<file path="config.mk">
export PLATFORM = sky130hd
export DESIGN_NAME = dual_match_timer
export DESIGN_NICKNAME = d
export VERILOG_FILES = /design/src/rtl/dmt_pkg.sv /design/src/rtl/dmt_prescaler.sv /design/src/rtl/dmt_channel.sv /design/src/rtl/dual_match_timer.sv
export SDC_FILE = /design/constraint.sdc
export NUM_CORES = 1
export LEC_CHECK = 0
export BUFFER_PORTS_ARGS = -buffer_cell sky130_fd_sc_hd__buf_4
export CAP_MARGIN = 20
export CORE_MARGIN = 3
export CORE_UTILIZATION = 62
export DETAILED_ROUTE_END_ITERATION = 8
export HOLD_SLACK_MARGIN = 0.12
export PLACE_DENSITY = 0.9
export RECOVER_POWER = 50
export SETUP_SLACK_MARGIN = 0.4
export SLEW_MARGIN = 20
export SYNTH_ARGS = -nofsm -noshare
export SYNTH_HDL_FRONTEND = slang
export SYNTH_SLANG_ARGS = --single-unit
</file>
<file path="constraint.sdc">
create_clock -name clk -period 3.7 [get_ports clk]
set_input_delay 0.37 -clock clk [delete_from_list [all_inputs] [get_ports clk]]
set_output_delay 0.37 -clock clk [all_outputs]
set_load 0.02 [all_outputs]
</file>
<file path="src/rtl/dmt_pkg.sv">
package dmt_pkg;

    localparam int ADDR_W  = 8;
    localparam int DATA_W  = 32;
    localparam int PRESC_W = 16;

    localparam logic [ADDR_W-1:0] CTRL_BASE   = 8'h00;
    localparam logic [ADDR_W-1:0] CMP_BASE    = 8'h18;
    localparam logic [ADDR_W-1:0] COUNT_BASE  = 8'h48;
    localparam logic [ADDR_W-1:0] PENDING_OFF = 8'h60;

    // Control fields kept in flops; the rest of the word reads as zero.
    typedef struct packed {
        logic [PRESC_W-1:0] div;
        logic               irq_en;
        logic               match_en;
        logic               run;
    } ctl_t;

    typedef struct packed {
        ctl_t              ctl;
        logic [DATA_W-1:0] cmp;
        logic [DATA_W-1:0] count;
    } chan_t;

    function automatic logic [ADDR_W-1:0] ctrl_addr(input int i);
        return CTRL_BASE + ADDR_W'(4 * i);
    endfunction

    function automatic logic [ADDR_W-1:0] cmp_addr(input int i);
        return CMP_BASE + ADDR_W'(4 * i);
    endfunction

    function automatic logic [ADDR_W-1:0] count_addr(input int i);
        return COUNT_BASE + ADDR_W'(4 * i);
    endfunction

    function automatic logic [DATA_W-1:0] ctl_word(input ctl_t c);
        return {c.div, {(DATA_W - PRESC_W - 3){1'b0}}, c.irq_en, c.match_en, c.run};
    endfunction

endpackage

</file>
<file path="src/rtl/dmt_prescaler.sv">
module dmt_prescaler #(
    parameter int PRESC_W = 16
) (
    input  logic               clk,
    input  logic               rst_n,
    input  logic               enable,
    input  logic               restart,
    input  logic [PRESC_W-1:0] div,
    output logic               tick
);
    logic [PRESC_W-1:0] phase_d, phase_q;

    always_comb begin
        tick    = enable && !restart && (phase_q == div);
        phase_d = phase_q;
        if (restart || !enable || tick) begin
            phase_d = '0;
        end else begin
            phase_d = phase_q + PRESC_W'(1);
        end
    end

    always_ff @(posedge clk or negedge rst_n) begin
        if (!rst_n) phase_q <= '0;
        else        phase_q <= phase_d;
    end
endmodule

</file>
<file path="src/rtl/dmt_channel.sv">
module dmt_channel
    import dmt_pkg::*;
(
    input  logic              clk,
    input  logic              rst_n,
    input  logic              ctl_we,
    input  logic              cmp_we,
    input  logic              count_we,
    input  logic [DATA_W-1:0] wdata,
    output ctl_t              ctl_o,
    output logic [DATA_W-1:0] cmp_o,
    output logic [DATA_W-1:0] count_o,
    output logic              hit_o
);
    chan_t             ch_d, ch_q;
    logic              step;
    logic [DATA_W-1:0] count_inc;
    logic              unused_wdata;

    assign unused_wdata = ^wdata[PRESC_W-1:3];

    dmt_prescaler #(.PRESC_W(PRESC_W)) u_presc (
        .clk    (clk),
        .rst_n  (rst_n),
        .enable (ch_q.ctl.run),
        .restart(ctl_we),
        .div    (ch_q.ctl.div),
        .tick   (step)
    );

    assign count_inc = ch_q.count + DATA_W'(1);

    always_comb begin
        ch_d  = ch_q;
        hit_o = step && !count_we && ch_q.ctl.match_en && (count_inc == ch_q.cmp);
        if (ctl_we) begin
            ch_d.ctl.div      = wdata[DATA_W-1:DATA_W-PRESC_W];
            ch_d.ctl.irq_en   = wdata[2];
            ch_d.ctl.match_en = wdata[1];
            ch_d.ctl.run      = wdata[0];
        end
        if (cmp_we) ch_d.cmp = wdata;
        if (count_we)  ch_d.count = wdata;
        else if (step) ch_d.count = count_inc;
    end

    always_ff @(posedge clk or negedge rst_n) begin
        if (!rst_n) ch_q <= '0;
        else        ch_q <= ch_d;
    end

    assign ctl_o   = ch_q.ctl;
    assign cmp_o   = ch_q.cmp;
    assign count_o = ch_q.count;
endmodule

</file>
<file path="src/rtl/dual_match_timer.sv">
module dual_match_timer
    import dmt_pkg::*;
#(
    parameter int NUM_TIMERS = 2
) (
    input  logic              clk,
    input  logic              rst_n,
    input  logic [7:0]        reg_addr,
    input  logic              reg_we,
    input  logic [31:0]       reg_wdata,
    output logic [31:0]       reg_rdata,
    output logic [NUM_TIMERS-1:0] timer_irq
);
    localparam int IDX_W = (NUM_TIMERS > 1) ? $clog2(NUM_TIMERS) : 1;

    ctl_t [NUM_TIMERS-1:0]             ctl_w;
    logic [NUM_TIMERS-1:0][DATA_W-1:0] cmp_w;
    logic [NUM_TIMERS-1:0][DATA_W-1:0] cnt_w;
    logic [NUM_TIMERS-1:0]             hit_w;
    logic [NUM_TIMERS-1:0]             run_w;
    logic [NUM_TIMERS-1:0]             ien_w;
    logic [NUM_TIMERS-1:0]             pend_d, pend_q;
    logic [NUM_TIMERS-1:0]             clr_mask;
    logic [IDX_W-1:0]                  unused_idx;

    assign unused_idx = '0;

    for (genvar g = 0; g < NUM_TIMERS; g++) begin : g_tmr
        dmt_channel u_ch (
            .clk     (clk),
            .rst_n   (rst_n),
            .ctl_we  (reg_we && (reg_addr == ctrl_addr(g))),
            .cmp_we  (reg_we && (reg_addr == cmp_addr(g))),
            .count_we(reg_we && (reg_addr == count_addr(g))),
            .wdata   (reg_wdata),
            .ctl_o   (ctl_w[g]),
            .cmp_o   (cmp_w[g]),
            .count_o (cnt_w[g]),
            .hit_o   (hit_w[g])
        );
        assign run_w[g] = ctl_w[g].run;
        assign ien_w[g] = ctl_w[g].irq_en;
    end

    // Pending bits: a match in the same cycle outranks a clear.
    always_comb begin
        clr_mask = (reg_we && (reg_addr == PENDING_OFF)) ? reg_wdata[NUM_TIMERS-1:0] : '0;
        pend_d   = (pend_q & ~clr_mask) | hit_w;
    end

    always_ff @(posedge clk or negedge rst_n) begin
        if (!rst_n) pend_q <= '0;
        else        pend_q <= pend_d;
    end

    assign timer_irq = pend_q & ien_w;

    always_comb begin
        reg_rdata = '0;
        if (reg_addr == PENDING_OFF) reg_rdata = DATA_W'(pend_q);
        for (int i = 0; i < NUM_TIMERS; i++) begin
            if (reg_addr == ctrl_addr(i))  reg_rdata = ctl_word(ctl_w[i]);
            if (reg_addr == cmp_addr(i))   reg_rdata = cmp_w[i];
            if (reg_addr == count_addr(i)) reg_rdata = cnt_w[i];
        end
    end
endmodule

</file>
; ---- Word-level counts from Yosys, hierarchy flattened
; Index checks and enable logic that the tools add are counted.
; W data, S select, Z words.
[totals]
reg_bits = 200
in_bits = 43
output_inout_bits = 34
wordCells = 77
[op_classes]
n_addsub = 4
eq_ne = 10
n_mux = 14
bitwise = 4
n_reduce_logical = 30
[op_table]
columns = op, n
row1 = $mux W32, 10
row2 = $add A32 B1 Y32 const B, 2
row3 = $eq A32 B32 Y1, 2
row4 = $add A16 B1 Y16 const B, 2
row5 = $eq A16 B16 Y1, 2
row6 = $mux W16, 2
row7 = $eq A8 B7 Y1 const B, 3
row8 = $logic_and A1 B1 Y1, 17
row9 = $eq A8 B5 Y1 const B, 2
row10 = $eq A8 B3 Y1 const B, 1
row11 = $logic_not A8 Y1, 1
row12 = $logic_not A1 Y1, 6
row13 = $and A2 B2 Y2, 2
row14 = $logic_or A1 B1 Y1, 4
row15 = $mux W2, 2
row16 = $reduce_bool A2 Y1, 2
row17 = $not A2 Y2, 1
row18 = $or A2 B2 Y2, 1

; ---- Longest topological paths before layout
[depth]
depth_word = 9
ltp_mapped = 10
mapped_depth_nobuf = 8

; ---- Cells and area by module
; Synthesis repeated with hierarchy kept, for this count alone.
[unflattened]
cells_unflattened = 1448
area_unflattened_um2 = 13462.9
[by_module_without_submodules]
columns = module, instances, cells_each, area_per_inst_um2, seq_area_each_um2
row1 = dmt_channel, 2, 482, 4732.0, 2077.0
row2 = dmt_prescaler, 2, 101, 1002.2, 400.4
row3 = dual_match_timer, 1, 282, 1994.4, 50.0

; ---- Least setup slack after synthesis
; No wires, ideal clock.
[synth_path]
path_type = in2out
from = input port reg_addr[5]
to = output port reg_rdata[20]
t_arrival_ns = 2.479
t_required_ns = 3.330
setup_slack_ns = 0.851
cell_stages = 5
n_path_buf = 1
path_cell_list = or4b_1 nor4_1 clkbuf_1 a221oi_1 o21ai_0
[synth_via]
elab_chain_cells = 7
elab_cells_between_ends = 12
cone_classes = 5 x eq/ne / 6 x mux / 1 x reduce/logical
[synth_rtl]
columns = element, line
row1 = start: declaration, dual_match_timer.sv:8  ; input logic [7:0] reg_addr,
row2 = $logic_not A8 Y1, dual_match_timer.sv:62  ; if (reg_addr == ctrl_addr(i)) reg_rdata = ctl_word(ctl_w[i]);
row3 = $mux W32, dual_match_timer.sv:62
row4 = $mux W32, dual_match_timer.sv:63  ; if (reg_addr == cmp_addr(i)) reg_rdata = cmp_w[i];
row5 = $mux W32, dual_match_timer.sv:64  ; if (reg_addr == count_addr(i)) reg_rdata = cnt_w[i];
row6 = $mux W32, dual_match_timer.sv:62
row7 = $mux W32, dual_match_timer.sv:63
row8 = $mux W32 (*), dual_match_timer.sv:64
row9 = end: declaration, dual_match_timer.sv:11  ; output logic [31:0] reg_rdata,
; Every way passes the cells marked *; elsewhere a longest branch is shown, timed or not.

; ---- Worst setup path in the final report
[layout_path]
from = input port reg_addr[1]
to = register g_tmr[1].u_ch.ch_q, in the netlist g_tmr[1].u_ch.count_o[20]
[layout_via]
elab_chain_cells = 6
elab_cells_between_ends = 9
cone_classes = 2 x eq/ne / 1 x mux / 6 x reduce/logical
[layout_rtl]
columns = element, line
row1 = $eq A8 B3 Y1, dual_match_timer.sv:32  ; .ctl_we (reg_we && (reg_addr == ctrl_addr(g))),
row2 = $logic_and A1 B1 Y1, dual_match_timer.sv:32
row3 = $logic_not A1 Y1, dmt_prescaler.sv:14  ; tick = enable && !restart && (phase_q == div);
row4 = $logic_and A1 B1 Y1 (2 in a row), dmt_prescaler.sv:14
row5 = $reduce_bool A2 Y1 (no line), --
row6 = end signal: assignment, dmt_channel.sv:49  ; else ch_q <= ch_d;
row7 = end: declaration, dmt_channel.sv:15  ; chan_t ch_d, ch_q;
; Several ways; a longest one is shown, not always the timed one.
; A chain may end at the register's enable or synchronous reset.

==> flow_summary.yaml <==
yosys:
  synthFlopType: "dfrtp_1"
  yosysTopAreaCellShare_pct: 40.3
  synth_most_common_cell: "dfrtp_1"
  synth-seq-area-share_pct: 40.3
  synth_area_leaders: "dfrtp_1 (40%), mux2_2 (9.0%), xnor2_1 (7.6%), xor2_1 (6.7%), nor2_1 (5.3%)"
  synth-edff-count: 0
  yosysTopAreaCell: "dfrtp_1"
  syn_inst: 1345
  synth_area_um2: 12400
  yosys_warnings: 0
  postSynthAreaPerCell_um2: 9.22
  synthArstFlopShare_pct: 100
  synth_cell_types: 75
  ys_seq_elements: 200
  synth_nets: 1392
  synthTopCellsByCount: "dfrtp_1 (200), nor2_1 (174), xnor2_1 (107), mux2_2 (99), xor2_1 (95)"
floorplan:
  initial_core_util_pct: 63.3
  ios: 77
  num_rows: 51
  die_height_um: 147
  dieArea_um2: 21700
  die_w_um: 147
  core_area_um2: 19600
detailed_routing:
  via_per_inst: 6.64
  drt_iter0_markers: 1361
  wl_per_cell_um: 22.5
  firstDrtPassIters: 8
  ant_nets: 0
  vias: 10900
  wl_mm: 37.0
  drcViolationCount: 0
worst_hold_path:
  hold-path-cell-count: 3
  min_to: "g_tmr[0].u_ch.count_o[3]"
  min_path_type: "in2reg"
  min_from: "reg_wdata[3]"
placed_design:
  io_buffers: 76
  gp_congestion: 1.02
  placed_area_um2: 13100
  dp_hpwl_mm: 26.3
power:
  finalPower_w: 0.00521
  ir_drop_v: 0.000347
  p_per_area_nw_per_um2: 380
  p_leak_nw: 5.94
worst_setup_path:
  rr_worst_depth: 8
  cpLargestDelayFamily: "simple AND/OR/NAND/NOR gates"
  critPathRequiredTime_ns: 4.07
  cp-start-kind: "primary input"
  r2r_slack_ns: 0.71
  crit_fanout: 22
  critPathSlowestCell: "clkbuf_1"
  crit_path_end_kind: "register"
  path_depth: 9
  worstPathCellList: "clkbuf_1 -> nor4_1 -> and2_0 -> nand3_1 -> clkbuf_1 -> nand3_1 -> or4_1 -> xor2_1 -> a21oi_1"
  rr_endpoint: "pend_q[1]"
  path_buf_inv: 2
  r2r-start: "g_tmr[1].u_ch.count_o[0]"
  max_stage_delay_ns: 0.95
  crit_arrival_ns: 3.64
  crit_type: "in2reg"
global_routing:
  first_global_vias: 10500
  grt_overflow: 0
  grt_pass1_wl_mm: 58.4
  grt.total_usage_pct: 34.1
  antenna_found_initial: 1
  grt_max_degree: 95
run:
  cap_violations: 1
clocking:
  postCtsSetupRepairBufs: 0
  cts-resized-gates: 0
  cts_sinks: 200
  clock_path_buffers: 2
  cts-htree-levels: 4
  clk_pin_slew_ns: 0.08
  cts_buffers: 17
  clock_latency_ns: 0.45
  cts_tree: "yes"
  cts-root-buf: "clkbuf_16"
sta:
  layout_min_cycle_time_ns: 3.27
  setup_viol: 0
  finalClockSkew_ns: 0.0150
  rsz0062_at_grt: "false"
  setup-tns-final_ns: 0
  maxSlewViolCount: 95
  post-route-period-util_pct: 88.4
  tightest_slew_ns: 2.43
  hold_viol: 0
  max_freq_mhz: 306
  relSlewSlack_pct: -62.2
layout:
  layout.nets: 1413
  drive_above_1_share_pct: 17.8
  syn_to_final_growth_pct: 10.5
  finish.utilization_pct: 70.0
  final_cell_area_um2: 13700
status:
  status: "finished, violations left"
  violations: "capacitance limit, slew limit"
## power by group
| group | leakage, nW | internal [W] | switching [W] | total (W) |
|---|---|---|---|---|
| Combinational | 2.88 | 0.000315 | 0.000369 | 0.000684 |
| Sequential | 2.75 | 0.00230 | 0.000232 | 0.00253 |
| Clock | 0.309 | 0.00101 | 0.000982 | 0.00199 |
## worst min-delay path, stage by stage
cell and delay [ns]:
buf_4 0.12, nand2_1 0.05, o21ai_0 0.06
## per-layer routing
metal | vias to the layer above | part of all wire, % | global-route usage (%)
met1 | 5251 | 38 | 44.8
met4 | 2 | 6.8 | 19.1
met2 | 694 | 45 | 52.8
met3 | 164 | 10 | 7.60
met5 | - | 0.035 | 0
li1 | 4818 | - | -
## registers in the layout (all words and copies together), names as in the netlist
signal                      count
g_tmr.u_ch.u_presc.phase_q     32
pend_q                          2
g_tmr.u_ch.ctl_o               38
g_tmr.u_ch.count_o             64
g_tmr.u_ch.cmp_o               64
## worst max path at each step
stage,startpoint,end,slack (ns)
floorplan,reg_addr[5],reg_rdata[20],0.85
global placement,reg_addr[5],reg_rdata[1],0.86
detailed placement,g_tmr[1].u_ch.count_o[0],pend_q[1],0.78
CTS,g_tmr[1].u_ch.count_o[0],pend_q[1],0.75
global route,reg_addr[1],g_tmr[1].u_ch.count_o[20],0.29
finish,reg_addr[1],g_tmr[1].u_ch.count_o[20],0.43
## layout make-up
type | instances | area, µm²
Timing Repair Buffer | 97 | 722
Sequential cell | 200 | 5000
Antenna cell | 1 | 2.50
Fill cell | 1485 | 5880
Tap cell | 265 | 332
Clock buffer | 18 | 439
Inverter | 13 | 48.8
Multi-Input combinational cell | 1037 | 6960
Clock inverter | 14 | 201
## repair_timing
item,4_1_cts,5_1_grt
endpoints found under the setup margin,0,0
hold buffers,1,0
endpoints found under the hold margin,90,0
## through the flow
step | instances | hold WS (ns) | worst slack, ns
after floorplan | 1345 | 0.0744 | 0.851
after global placement | 1611 | 0.492 | 0.858
after detailed placement | 1611 | 0.490 | 0.778
after CTS | 1644 | 0.170 | 0.754
after global routing | 1644 | 0.188 | 0.292
final | 1645 | 0.186 | 0.428
## kinds of logic after synthesis
family	Yosys count	synth area share, %
flip-flops	200	40.3
multiplexers	107	9.63
XOR/XNOR	202	14.3
buffers and inverters	108	3.73
AO/OA/AOI/OAI	220	11.3
AND/OR/NAND/NOR	504	20.3
adder cells (fa/ha/maj)	4	0.403
## placed cells by master (no fill, tap or decap), drive strengths merged, types with 4 or more instances in the layout
cell,instances
nor3,29
nand4b,4
buf,89
mux2,99
or4,6
nand3b,4
xnor2,107
or3,9
a21oi,60
o21ai,70
nor4,27
a222oi,13
o211ai,4
xor2,95
clkbuf,25
nand2b,7
or2,5
clkinv,8
nand4,42
a31oi,8
dfrtp,200
nand2,93
a22oi,17
nor2,175
and3,14
nand3,54
and4,10
and2,7
a221oi,18
inv,18
mux2i,8
ha,4
nor4b,5
nor3b,5
Power figures use the tool's default switching activity.
